File: config.mk
export PLATFORM = sky130hd
export DESIGN_NAME = uart_txq
export DESIGN_NICKNAME = d
export VERILOG_FILES = /design/src/rtl/uart_txq_pkg.sv /design/src/rtl/uart_txq_ram.sv /design/src/rtl/uart_txq_ctl.sv /design/src/rtl/uart_txq_track.sv /design/src/rtl/uart_txq.sv
export SDC_FILE = /design/constraint.sdc
export NUM_CORES = 1
export LEC_CHECK = 0
export BUFFER_PORTS_ARGS = -buffer_cell sky130_fd_sc_hd__buf_2
export CAP_MARGIN = 40
export CORE_ASPECT_RATIO = 1.5
export CORE_UTILIZATION = 48
export DETAILED_ROUTE_END_ITERATION = 10
export PLACE_DENSITY = 0.62
export SLEW_MARGIN = 5
export SYNTH_ARGS = -nofsm -noshare
export SYNTH_HDL_FRONTEND = slang
export SYNTH_SLANG_ARGS = --single-unit
File: constraint.sdc
create_clock -name clk -period 11.1 [get_ports clk]
set_clock_uncertainty 0.15 [all_clocks]
set_input_delay 2.22 -clock clk [delete_from_list [all_inputs] [get_ports clk]]
set_output_delay 2.22 -clock clk [all_outputs]
set_load 0.05 [all_outputs]
File: src/rtl/uart_txq_pkg.sv
package uart_txq_pkg;

  // Control byte decode positions.
  localparam int CTL_EN_BIT    = 0;
  localparam int CTL_FLUSH_BIT = 2;
  localparam int CTL_CODE_LSB  = 4;

  // Refill threshold selected by a 2-bit code for a given storage depth.
  function automatic int unsigned trig_level(input int unsigned depth, input logic [1:0] code);
    if (depth <= 16) return 1;
    case (code)
      2'd0:    return 1;
      2'd1:    return depth / 4;
      2'd2:    return depth - depth / 8;
      default: return depth;
    endcase
  endfunction

endpackage

File: src/rtl/uart_txq_ram.sv
module uart_txq_ram #(
  parameter int WIDTH = 8,
  parameter int DEPTH = 64,
  parameter int AW    = $clog2(DEPTH)
) (
  input  logic             clk,
  input  logic             we,
  input  logic [AW-1:0]    waddr,
  input  logic [WIDTH-1:0] wdata,
  input  logic             re,
  input  logic [AW-1:0]    raddr,
  output logic [WIDTH-1:0] rdata
);

  logic [WIDTH-1:0] store [DEPTH];

  // Simple dual-port with registered read, no reset on the array.
  always_ff @(posedge clk) begin
    if (we) store[waddr] <= wdata;
  end

  always_ff @(posedge clk) begin
    if (re) rdata <= store[raddr];
  end

endmodule

File: src/rtl/uart_txq_ctl.sv
module uart_txq_ctl
  import uart_txq_pkg::*;
#(
  parameter int DEPTH = 64,
  parameter int CNT_W = $clog2(DEPTH) + 1
) (
  input  logic             clk,
  input  logic             rst,
  input  logic             ctl_we,
  input  logic [7:0]       ctl_wdata,
  output logic             en_q,
  output logic             en_nxt,
  output logic             flush,
  output logic [CNT_W-1:0] thr_nxt
);

  logic [1:0]       code_q;
  logic [1:0]       code_nxt;
  logic [CNT_W-1:0] thr_tab [4];
  logic             unused_bits;

  // One threshold per code, computed from the build-time depth.
  for (genvar i = 0; i < 4; i++) begin : g_thr
    localparam int unsigned LVL = trig_level(DEPTH, 2'(i));
    assign thr_tab[i] = CNT_W'(LVL);
  end

  assign unused_bits = ^{ctl_wdata[7:6], ctl_wdata[3], ctl_wdata[1]};

  always_comb begin
    en_nxt   = ctl_we ? ctl_wdata[CTL_EN_BIT] : en_q;
    code_nxt = ctl_we ? ctl_wdata[CTL_CODE_LSB +: 2] : code_q;
    // Flush is a one-shot action; a mode change flushes as well.
    flush    = ctl_we && (ctl_wdata[CTL_FLUSH_BIT] || (ctl_wdata[CTL_EN_BIT] != en_q));
    thr_nxt  = thr_tab[code_nxt];
  end

  always_ff @(posedge clk) begin
    if (rst) begin
      en_q   <= 1'b0;
      code_q <= 2'd0;
    end else begin
      en_q   <= en_nxt;
      code_q <= code_nxt;
    end
  end

endmodule

File: src/rtl/uart_txq_track.sv
module uart_txq_track #(
  parameter int DEPTH = 64,
  parameter int AW    = $clog2(DEPTH),
  parameter int CNT_W = AW + 1
) (
  input  logic             clk,
  input  logic             rst,
  input  logic             flush,
  input  logic             en_q,
  input  logic             en_nxt,
  input  logic [CNT_W-1:0] thr_nxt,
  input  logic             push_req,
  input  logic             pop_req,
  output logic             wr_ok,
  output logic             rd_ok,
  output logic [AW-1:0]    waddr,
  output logic [AW-1:0]    raddr,
  output logic [CNT_W-1:0] level,
  output logic             full,
  output logic             empty,
  output logic             trig,
  output logic             overflow,
  output logic             pop_valid
);

  localparam logic [CNT_W-1:0] CAP_ON  = CNT_W'(DEPTH);
  localparam logic [CNT_W-1:0] CAP_OFF = CNT_W'(1);

  // Binary pointers with one extra wrap bit.
  logic [AW:0]      wptr_q, rptr_q, wptr_n, rptr_n;
  logic [CNT_W-1:0] cap_now, cap_nxt, lvl_n;
  logic             ovf_n;

  always_comb begin
    cap_now = en_q   ? CAP_ON : CAP_OFF;
    cap_nxt = en_nxt ? CAP_ON : CAP_OFF;
    wr_ok   = push_req && !flush && (level < cap_now);
    rd_ok   = pop_req  && !flush && (level != '0);
    if (flush) begin
      wptr_n = '0;
      rptr_n = '0;
    end else begin
      wptr_n = wptr_q + (AW+1)'(wr_ok);
      rptr_n = rptr_q + (AW+1)'(rd_ok);
    end
    lvl_n = CNT_W'(wptr_n - rptr_n);
    ovf_n = flush ? 1'b0 : (overflow || (push_req && !wr_ok));
  end

  assign waddr = wptr_q[AW-1:0];
  assign raddr = rptr_q[AW-1:0];

  always_ff @(posedge clk) begin
    if (rst) begin
      wptr_q    <= '0;
      rptr_q    <= '0;
      level     <= '0;
      full      <= 1'b0;
      empty     <= 1'b1;
      trig      <= 1'b1;
      overflow  <= 1'b0;
      pop_valid <= 1'b0;
    end else begin
      wptr_q    <= wptr_n;
      rptr_q    <= rptr_n;
      level     <= lvl_n;
      full      <= (lvl_n == cap_nxt);
      empty     <= (lvl_n == '0);
      trig      <= en_nxt ? (lvl_n <= thr_nxt) : (lvl_n == '0);
      overflow  <= ovf_n;
      pop_valid <= rd_ok;
    end
  end

endmodule

File: src/rtl/uart_txq.sv
module uart_txq #(
  parameter int DEPTH = 64,
  parameter int WIDTH = 8,
  localparam int AW    = $clog2(DEPTH),
  localparam int CNT_W = AW + 1
) (
  input  logic             clk,
  input  logic             rst,
  input  logic             ctl_we,
  input  logic [7:0]       ctl_wdata,
  input  logic             push_en,
  input  logic [WIDTH-1:0] push_data,
  input  logic             pop_en,
  output logic [WIDTH-1:0] pop_data,
  output logic             pop_valid,
  output logic             full,
  output logic             empty,
  output logic [CNT_W-1:0] level,
  output logic             trig,
  output logic             overflow
);

  logic             en_q, en_nxt, flush;
  logic [CNT_W-1:0] thr_nxt;
  logic             wr_ok, rd_ok;
  logic [AW-1:0]    waddr, raddr;

  uart_txq_ctl #(.DEPTH(DEPTH), .CNT_W(CNT_W)) u_ctl (
    .clk      (clk),
    .rst      (rst),
    .ctl_we   (ctl_we),
    .ctl_wdata(ctl_wdata),
    .en_q     (en_q),
    .en_nxt   (en_nxt),
    .flush    (flush),
    .thr_nxt  (thr_nxt)
  );

  uart_txq_track #(.DEPTH(DEPTH), .AW(AW), .CNT_W(CNT_W)) u_track (
    .clk      (clk),
    .rst      (rst),
    .flush    (flush),
    .en_q     (en_q),
    .en_nxt   (en_nxt),
    .thr_nxt  (thr_nxt),
    .push_req (push_en),
    .pop_req  (pop_en),
    .wr_ok    (wr_ok),
    .rd_ok    (rd_ok),
    .waddr    (waddr),
    .raddr    (raddr),
    .level    (level),
    .full     (full),
    .empty    (empty),
    .trig     (trig),
    .overflow (overflow),
    .pop_valid(pop_valid)
  );

  uart_txq_ram #(.WIDTH(WIDTH), .DEPTH(DEPTH), .AW(AW)) u_ram (
    .clk  (clk),
    .we   (wr_ok),
    .waddr(waddr),
    .wdata(push_data),
    .re   (rd_ok),
    .raddr(raddr),
    .rdata(pop_data)
  );

endmodule

==> impl_metrics.json, run 1 <==
{
  "finalWirelength_um": 46250,
  "fin_crit_share": 0.5689,
  "worst_slew_slack_as_a_fraction_of_its_limit": 0.3982,
  "final-hold-violation-count": 0,
  "ant_nets": 0,
  "outcome": "complete, no violations",
  "clk-insertion-delay-late_ns": 0.56,
  "power.static_leakage_nw": 7.314,
  "finalNonFillerCells": 1712,
  "nets": 1139,
  "synth-warning-count": 0,
  "worst_r2r_startpoint": "u_ctl.en_q",
  "fillers": 3405,
  "max-cap-violations": 0,
  "post-dp-hpwl_um": 28670,
  "synthesized_net_count": 1086,
  "synth_cells": 1046,
  "power_per_cell_area_mw_per_mm2": 182.0,
  "final_critical_path_setup_slack_ns": 4.785,
  "post_synth.cell_area_avg_um2": 20.65,
  "cts-root-buf": "clkbuf_16",
  "die_area_mm2": 0.04588,
  "yosys.area_share.adder": 0.01135,
  "path_max_fanout": 10,
  "worst-slew-pin-transition_ns": 0.9001,
  "setup_violations": 0,
  "hold_end": "u_track.overflow",
  "clock_tree.htree_level_count": 2,
  "drtPass1Iterations": 5,
  "ff2ff_path_depth": 19,
  "ir_drop_worst_case_vdd_uv": 129.1,
  "hold_path.startpoint": "u_track.overflow",
  "routedWlPerCell_um": 27.02,
  "wire_length_of_the_first_global_routing_pass_um": 68300,
  "layout_cell_share_with_drive_strength_beyond_1": 0.2430,
  "finalWorstPathRequiredPeriod_ns": 6.315,
  "clk_transition_reported_paths_ns": 0.06,
  "postSynth.asyncResetShare": 0,
  "main_combinational_cell_family_by_area_after_synthesis": "multiplexers",
  "end_kind": "flip-flop",
  "yosys.area_share.simple": 0.03394,
  "placement_rows": 94,
  "seq_area_frac_synth": 0.7497,
  "first_global_vias": 10324,
  "area_growth_from_synthesis_to_layout_pct": 10.97,
  "track_usage": 0.2085,
  "cts_made_buffers": 48,
  "cts_resized": 0,
  "setup_total_negative_slack_ns": 0,
  "max-clock-path-buffers": 3,
  "detailedRoute.firstIterationViolations": 792,
  "critical_path_required_time_ns": 11.38,
  "crit-reg2reg-capture": "u_track.trig",
  "num_vias": 10077,
  "buffer_ports.inserted": 36,
  "ys_dominant_reg_cell": "edfxtp_1",
  "ys_types": 43,
  "antenna_cells_inserted": 0,
  "synthMuxAreaShare": 0.1662,
  "postLayoutCellArea_mm2": 0.02397,
  "core_mm2": 0.04410,
  "clock_tree_from_tritoncts": "built",
  "die-width_um": 175.2,
  "post-place-ws_ns": 4.163,
  "grt-ovfl-total": 0,
  "synth_seq_cells": 549,
  "cts_num_sinks": 549,
  "synth_enable_flop_cells": 520,
  "detail_route.drc_violations": 0,
  "cts-hold-fix-buffers": 0,
  "post_synth_design_cell_area_mm2": 0.02160,
  "achievable-frequency_mhz": 158.3,
  "postPlaceCellArea_mm2": 0.02253,
  "buffers_inserted_by_post_cts_timing_repair": 0,
  "hold_path_class": "reg -> reg",
  "worst-r2r-setup-slack_ns": 6.19,
  "grt_max_degree": 65,
  "finalWeightedCongestion": 0.7942,
  "die_height_um": 261.8,
  "initial_utilization": 0.4898,
  "synth_xor_area_frac": 0.005270,
  "critPathKind": "in -> reg",
  "synth_compound_gate_area_share": 0.01917,
  "place.detailed.instances": 1625,
  "hold_path_depth": 2,
  "drv_slew": 0,
  "io_pins": 41,
  "post_dr_vias_cell": 5.886,
  "grt_antenna_before_repair": 0,
  "rsz_0062_raised_after_global_routing": "no",
  "critPathArrivalTime_ns": 6.59,
  "critPathLaunchType": "primary input"
}
critical path: stages:
cell and delay, ns:
buf_2 0.11, xor2_1 0.15, o21ai_1 0.55, o211a_1 0.48
ha_1 0.26, ha_1 0.21, xor2_1 0.15, nand2_1 0.11
ha_1 0.38, or2_2 0.31, o211ai_1 0.13, mux2i_1 0.26
nand2_1 0.13, ha_1 0.34, nand3_1 0.10, a31oi_1 0.15
o32ai_1 0.12, or2_2 0.28, o21ai_0 0.07, a22oi_1 0.08
registers in the layout, summed over array words and instances (netlist names), 2 cells and up:
signal,flops
u_track.rptr_q,7
u_ram.store,512
u_track.wptr_q,7
u_track.level,7
u_ram.rdata,8
u_ctl.code_q,2
area by class of cell:
type,count,area [um^2],area share
inverter,12,45.04,0.001879
tap,576,720.7,0.03006
sequential,549,16200,0.6759
clock inverter,15,91.34,0.003810
clock buffer,72,1355,0.05652
multi-input combinational,430,5097,0.2126
timing repair buffer,58,459.2,0.01915
stage by stage:
step	util	hold slack, ns	total power, W
final	0.5435	0.3764	0.004364
after global routing	0.5435	0.4150	0.004501
after CTS	0.5435	0.3736	0.004404
after detailed placement	0.5108	0.3555	0.002849
after global placement	0.5065	0.3529	0.002831
after floorplan	-	0.3314	0.002691
cells by family after synthesis:
logic type,after synthesis
fa+ha+maj,19
xor+xnor,13
flops,549
simple gates,161
compound gates,62
buf+inv,67
mux,175
routing by layer:
layer  wire length, um  vias to the layer above  part of all wire  global-route usage
li1                  -                     4412                 -                   -
met1             18690                     5295              0.40              0.2704
met2             23820                      281              0.51              0.3592
met3              1916                       89             0.041             0.02445
met4              1824                        0             0.039             0.08696
met5                 0                        -                 0                   0
layout by cell type, fill, tap and decap left out, drive strengths merged, types with 14 or more instances in the layout:
cell type and count:
dfxtp 29, a21oi 14, clkinv 14, mux4 147, mux2i 28, nand2 19, nor2 90, buf 58
edfxtp 520, ha 18, clkbuf 72
power breakdown:
group / internal, W / switching (W) / total [W]
Sequential: 0.00230 / 0.0000116 / 0.00231
Clock: 0.000865 / 0.000704 / 0.00157
Combinational: 0.000196 / 0.000291 / 0.000487
synthesized netlist by cell type (11+ instances only):
| cell | instances | area share |
|---|---|---|
| o21ai_0 | 11 | 0.0025 |
| mux4_2 | 147 | 0.15 |
| clkbuf_1 | 23 | 0.0040 |
| ha_1 | 18 | 0.010 |
| edfxtp_1 | 520 | 0.72 |
| o221ai_1 | 12 | 0.0049 |
| nand2_1 | 19 | 0.0033 |
| inv_1 | 11 | 0.0019 |
| buf_2 | 11 | 0.0025 |
| mux2i_1 | 28 | 0.013 |
| nor2_1 | 90 | 0.016 |
| dfxtp_1 | 29 | 0.027 |
| a21oi_1 | 14 | 0.0032 |
worst max-delay path by stage:
stage,startpoint,endpoint,slack [ns],cells past startpoint
detailed placement,ctl_wdata[0],u_track.trig,4.16,20
CTS,ctl_wdata[0],u_track.trig,4.75,20
global placement,ctl_wdata[0],u_track.trig,4.19,20
finish,ctl_wdata[0],u_track.trig,4.78,20
floorplan,ctl_wdata[0],u_track.trig,4.97,19
global route,ctl_wdata[0],u_track.trig,4.42,20
Note: power is estimated with default switching activity, not from simulation.
==> inputs of run 2 (changes only) <==
==> constraint.sdc (replaced) <==
create_clock -name clk -period 6.2 [get_ports clk]
set_clock_uncertainty 0.15 [all_clocks]
set_input_delay 1.24 -clock clk [delete_from_list [all_inputs] [get_ports clk]]
set_output_delay 1.24 -clock clk [all_outputs]
set_load 0.05 [all_outputs]
==> impl_metrics.json, run 2 (synthesis gave the netlist of run 1 again) <==
{
  "final_common_cell": "edfxtp_1",
  "critPathArrivalTime_ns": 5.14,
  "path_max_fanout": 10,
  "slowest_stage_delay_on_critical_path_ns": 0.35,
  "hold_path_class": "reg -> reg",
  "ant_nets": 0,
  "critical_path_required_time_ns": 6.49,
  "fillers": 3341,
  "grt_max_degree": 106,
  "max-cap-violations": 0,
  "final-hold-violation-count": 0,
  "ir_drop_worst_case_vdd_uv": 225.5,
  "commonest_non_fill_non_tap_cells_in_the_layout": "520 x edfxtp_1, 147 x mux4_2, 90 x nor2_1",
  "drv_slew": 0,
  "routedWlPerCell_um": 27.16,
  "postLayoutCellArea_mm2": 0.02415,
  "cts-hold-fix-buffers": 0,
  "wire_length_of_the_first_global_routing_pass_um": 68480,
  "cts_resized": 0,
  "track_usage": 0.2101,
  "clk-insertion-delay-late_ns": 0.57,
  "layout_cell_share_with_drive_strength_beyond_1": 0.2513,
  "fin_crit_share": 0.7823,
  "worst-slew-pin-transition_ns": 0.9618,
  "regMostFlops": "u_ram.store",
  "finalWeightedCongestion": 0.8196,
  "die-width_um": 175.2,
  "post-dp-hpwl_um": 28180,
  "layout_top_registers": "u_ram.store (512), u_ram.rdata (8)",
  "whs_ns": 0.3680,
  "critPathBufInv": 3,
  "final_critical_path_setup_slack_ns": 1.350,
  "cts-root-buf": "clkbuf_16",
  "path_delay_family": "adder cells",
  "buffers_inserted_by_post_cts_timing_repair": 0,
  "area_growth_from_synthesis_to_layout_pct": 11.81,
  "power_per_cell_area_mw_per_mm2": 336.7,
  "clk_transition_reported_paths_ns": 0.06,
  "rsz_0062_raised_after_global_routing": "no",
  "die_height_um": 261.8,
  "crit_path_top_delay_cell": "ha_1",
  "io_pins": 41,
  "cts_num_sinks": 549,
  "cells_traversed_along_the_worst_timing_path": "buf_2 -> xor2_1 -> o21ai_1 -> buf_4 -> nand4b_1 -> inv_1 -> ha_1 -> ha_1 -> nand3_1 -> xor2_1 -> nor2_1 -> ha_1 -> nor2b_1 -> a221oi_1 -> nand2_1 -> ha_1 -> nand3_1 -> a31oi_1 -> o32ai_1 -> or2_2 -> o21ai_0 -> a22oi_1",
  "post-place-ws_ns": 0.8438,
  "number_of_flip_flops_under_the_largest_register_name": 512,
  "end_kind": "flip-flop",
  "clock_tree.htree_level_count": 2,
  "detail_route.drc_violations": 0,
  "critPathKind": "in -> reg",
  "grt-ovfl-total": 0,
  "postPlaceCellArea_mm2": 0.02249,
  "achievable-frequency_mhz": 206.2,
  "setup_violations": 0,
  "power.static_leakage_nw": 7.411,
  "initial_utilization": 0.4898,
  "detailedRoute.firstIterationViolations": 799,
  "setup_total_negative_slack_ns": 0,
  "clock_tree_from_tritoncts": "built",
  "placement_rows": 94,
  "nets": 1139,
  "outcome": "complete, no violations",
  "first_global_vias": 10369,
  "buffer_ports.inserted": 36,
  "core_mm2": 0.04410,
  "path_common_cell": "ha_1",
  "worst_slew_slack_as_a_fraction_of_its_limit": 0.3588,
  "finalWirelength_um": 46540,
  "finalWorstPathRequiredPeriod_ns": 4.850,
  "max-clock-path-buffers": 3,
  "post_dr_vias_cell": 5.906,
  "grt_antenna_before_repair": 0,
  "num_vias": 10123,
  "cts_made_buffers": 50,
  "die_area_mm2": 0.04588,
  "drtPass1Iterations": 5,
  "critPathLaunchType": "primary input",
  "antenna_cells_inserted": 0
}
run 2: routing by layer:
layer	vias up	wire, um	track usage
met3	77	2156	0.02995
li1	4409	-	-
met2	292	23940	0.3608
met1	5345	18790	0.2729
met4	0	1653	0.08043
met5	-	0	0
run 2: worst register-to-register path, stage by stage, from the launching register on:
cell,delay [ns]
dfxtp_1,0.30
nor4_1,0.30
nand2_1,0.14
o21ai_0,0.17
nand4b_1,0.17
inv_1,0.18
ha_1,0.19
ha_1,0.20
nand3_1,0.10
xor2_1,0.21
nor2_1,0.07
ha_1,0.35
nor2b_1,0.18
a221oi_1,0.34
nand2_1,0.14
ha_1,0.35
nand3_1,0.11
a31oi_1,0.17
o32ai_1,0.12
or2_2,0.27
o21ai_0,0.09
a22oi_1,0.09
run 2: power breakdown:
part	leakage [nW]	internal [W]	total (W)	switching, W
combinational	1.68	0.000340	0.000840	0.000500
clock	0.817	0.00183	0.00314	0.00131
sequential	4.91	0.00411	0.00415	0.0000411
run 2: area by class of cell:
class,instances,area (um^2),share of cell area
well taps,576,720.7,0.02984
clock inverters,19,220.2,0.009117
multi-input cells,430,5097,0.2110
repair buffers,56,419.2,0.01735
clock buffers,72,1448,0.05993
flip-flops and latches,549,16200,0.6709
inverters,12,45.04,0.001865
run 2: final timing paths:
path | from | endpoint | slack, ns | cells after the start
hold / removal | u_track.overflow | u_track.overflow | 0.37 | 2
hold reg to reg | u_track.overflow | u_track.overflow | 0.37 | 2
setup reg to reg | u_track.level[4] | u_track.trig | 1.69 | 21
setup / recovery | ctl_wdata[0] | u_track.trig | 1.35 | 22
run 2: stage by stage:
| step | cells | utilization | total power (W) |
|---|---|---|---|
| finish | 1714 | 0.5477 | 0.008133 |
| detailed placement | 1623 | 0.5098 | 0.005091 |
| floorplan | 1046 | - | 0.004818 |
| CTS | 1714 | 0.5477 | 0.008202 |
| global route | 1714 | 0.5477 | 0.008378 |
| global placement | 1616 | 0.5069 | 0.005079 |
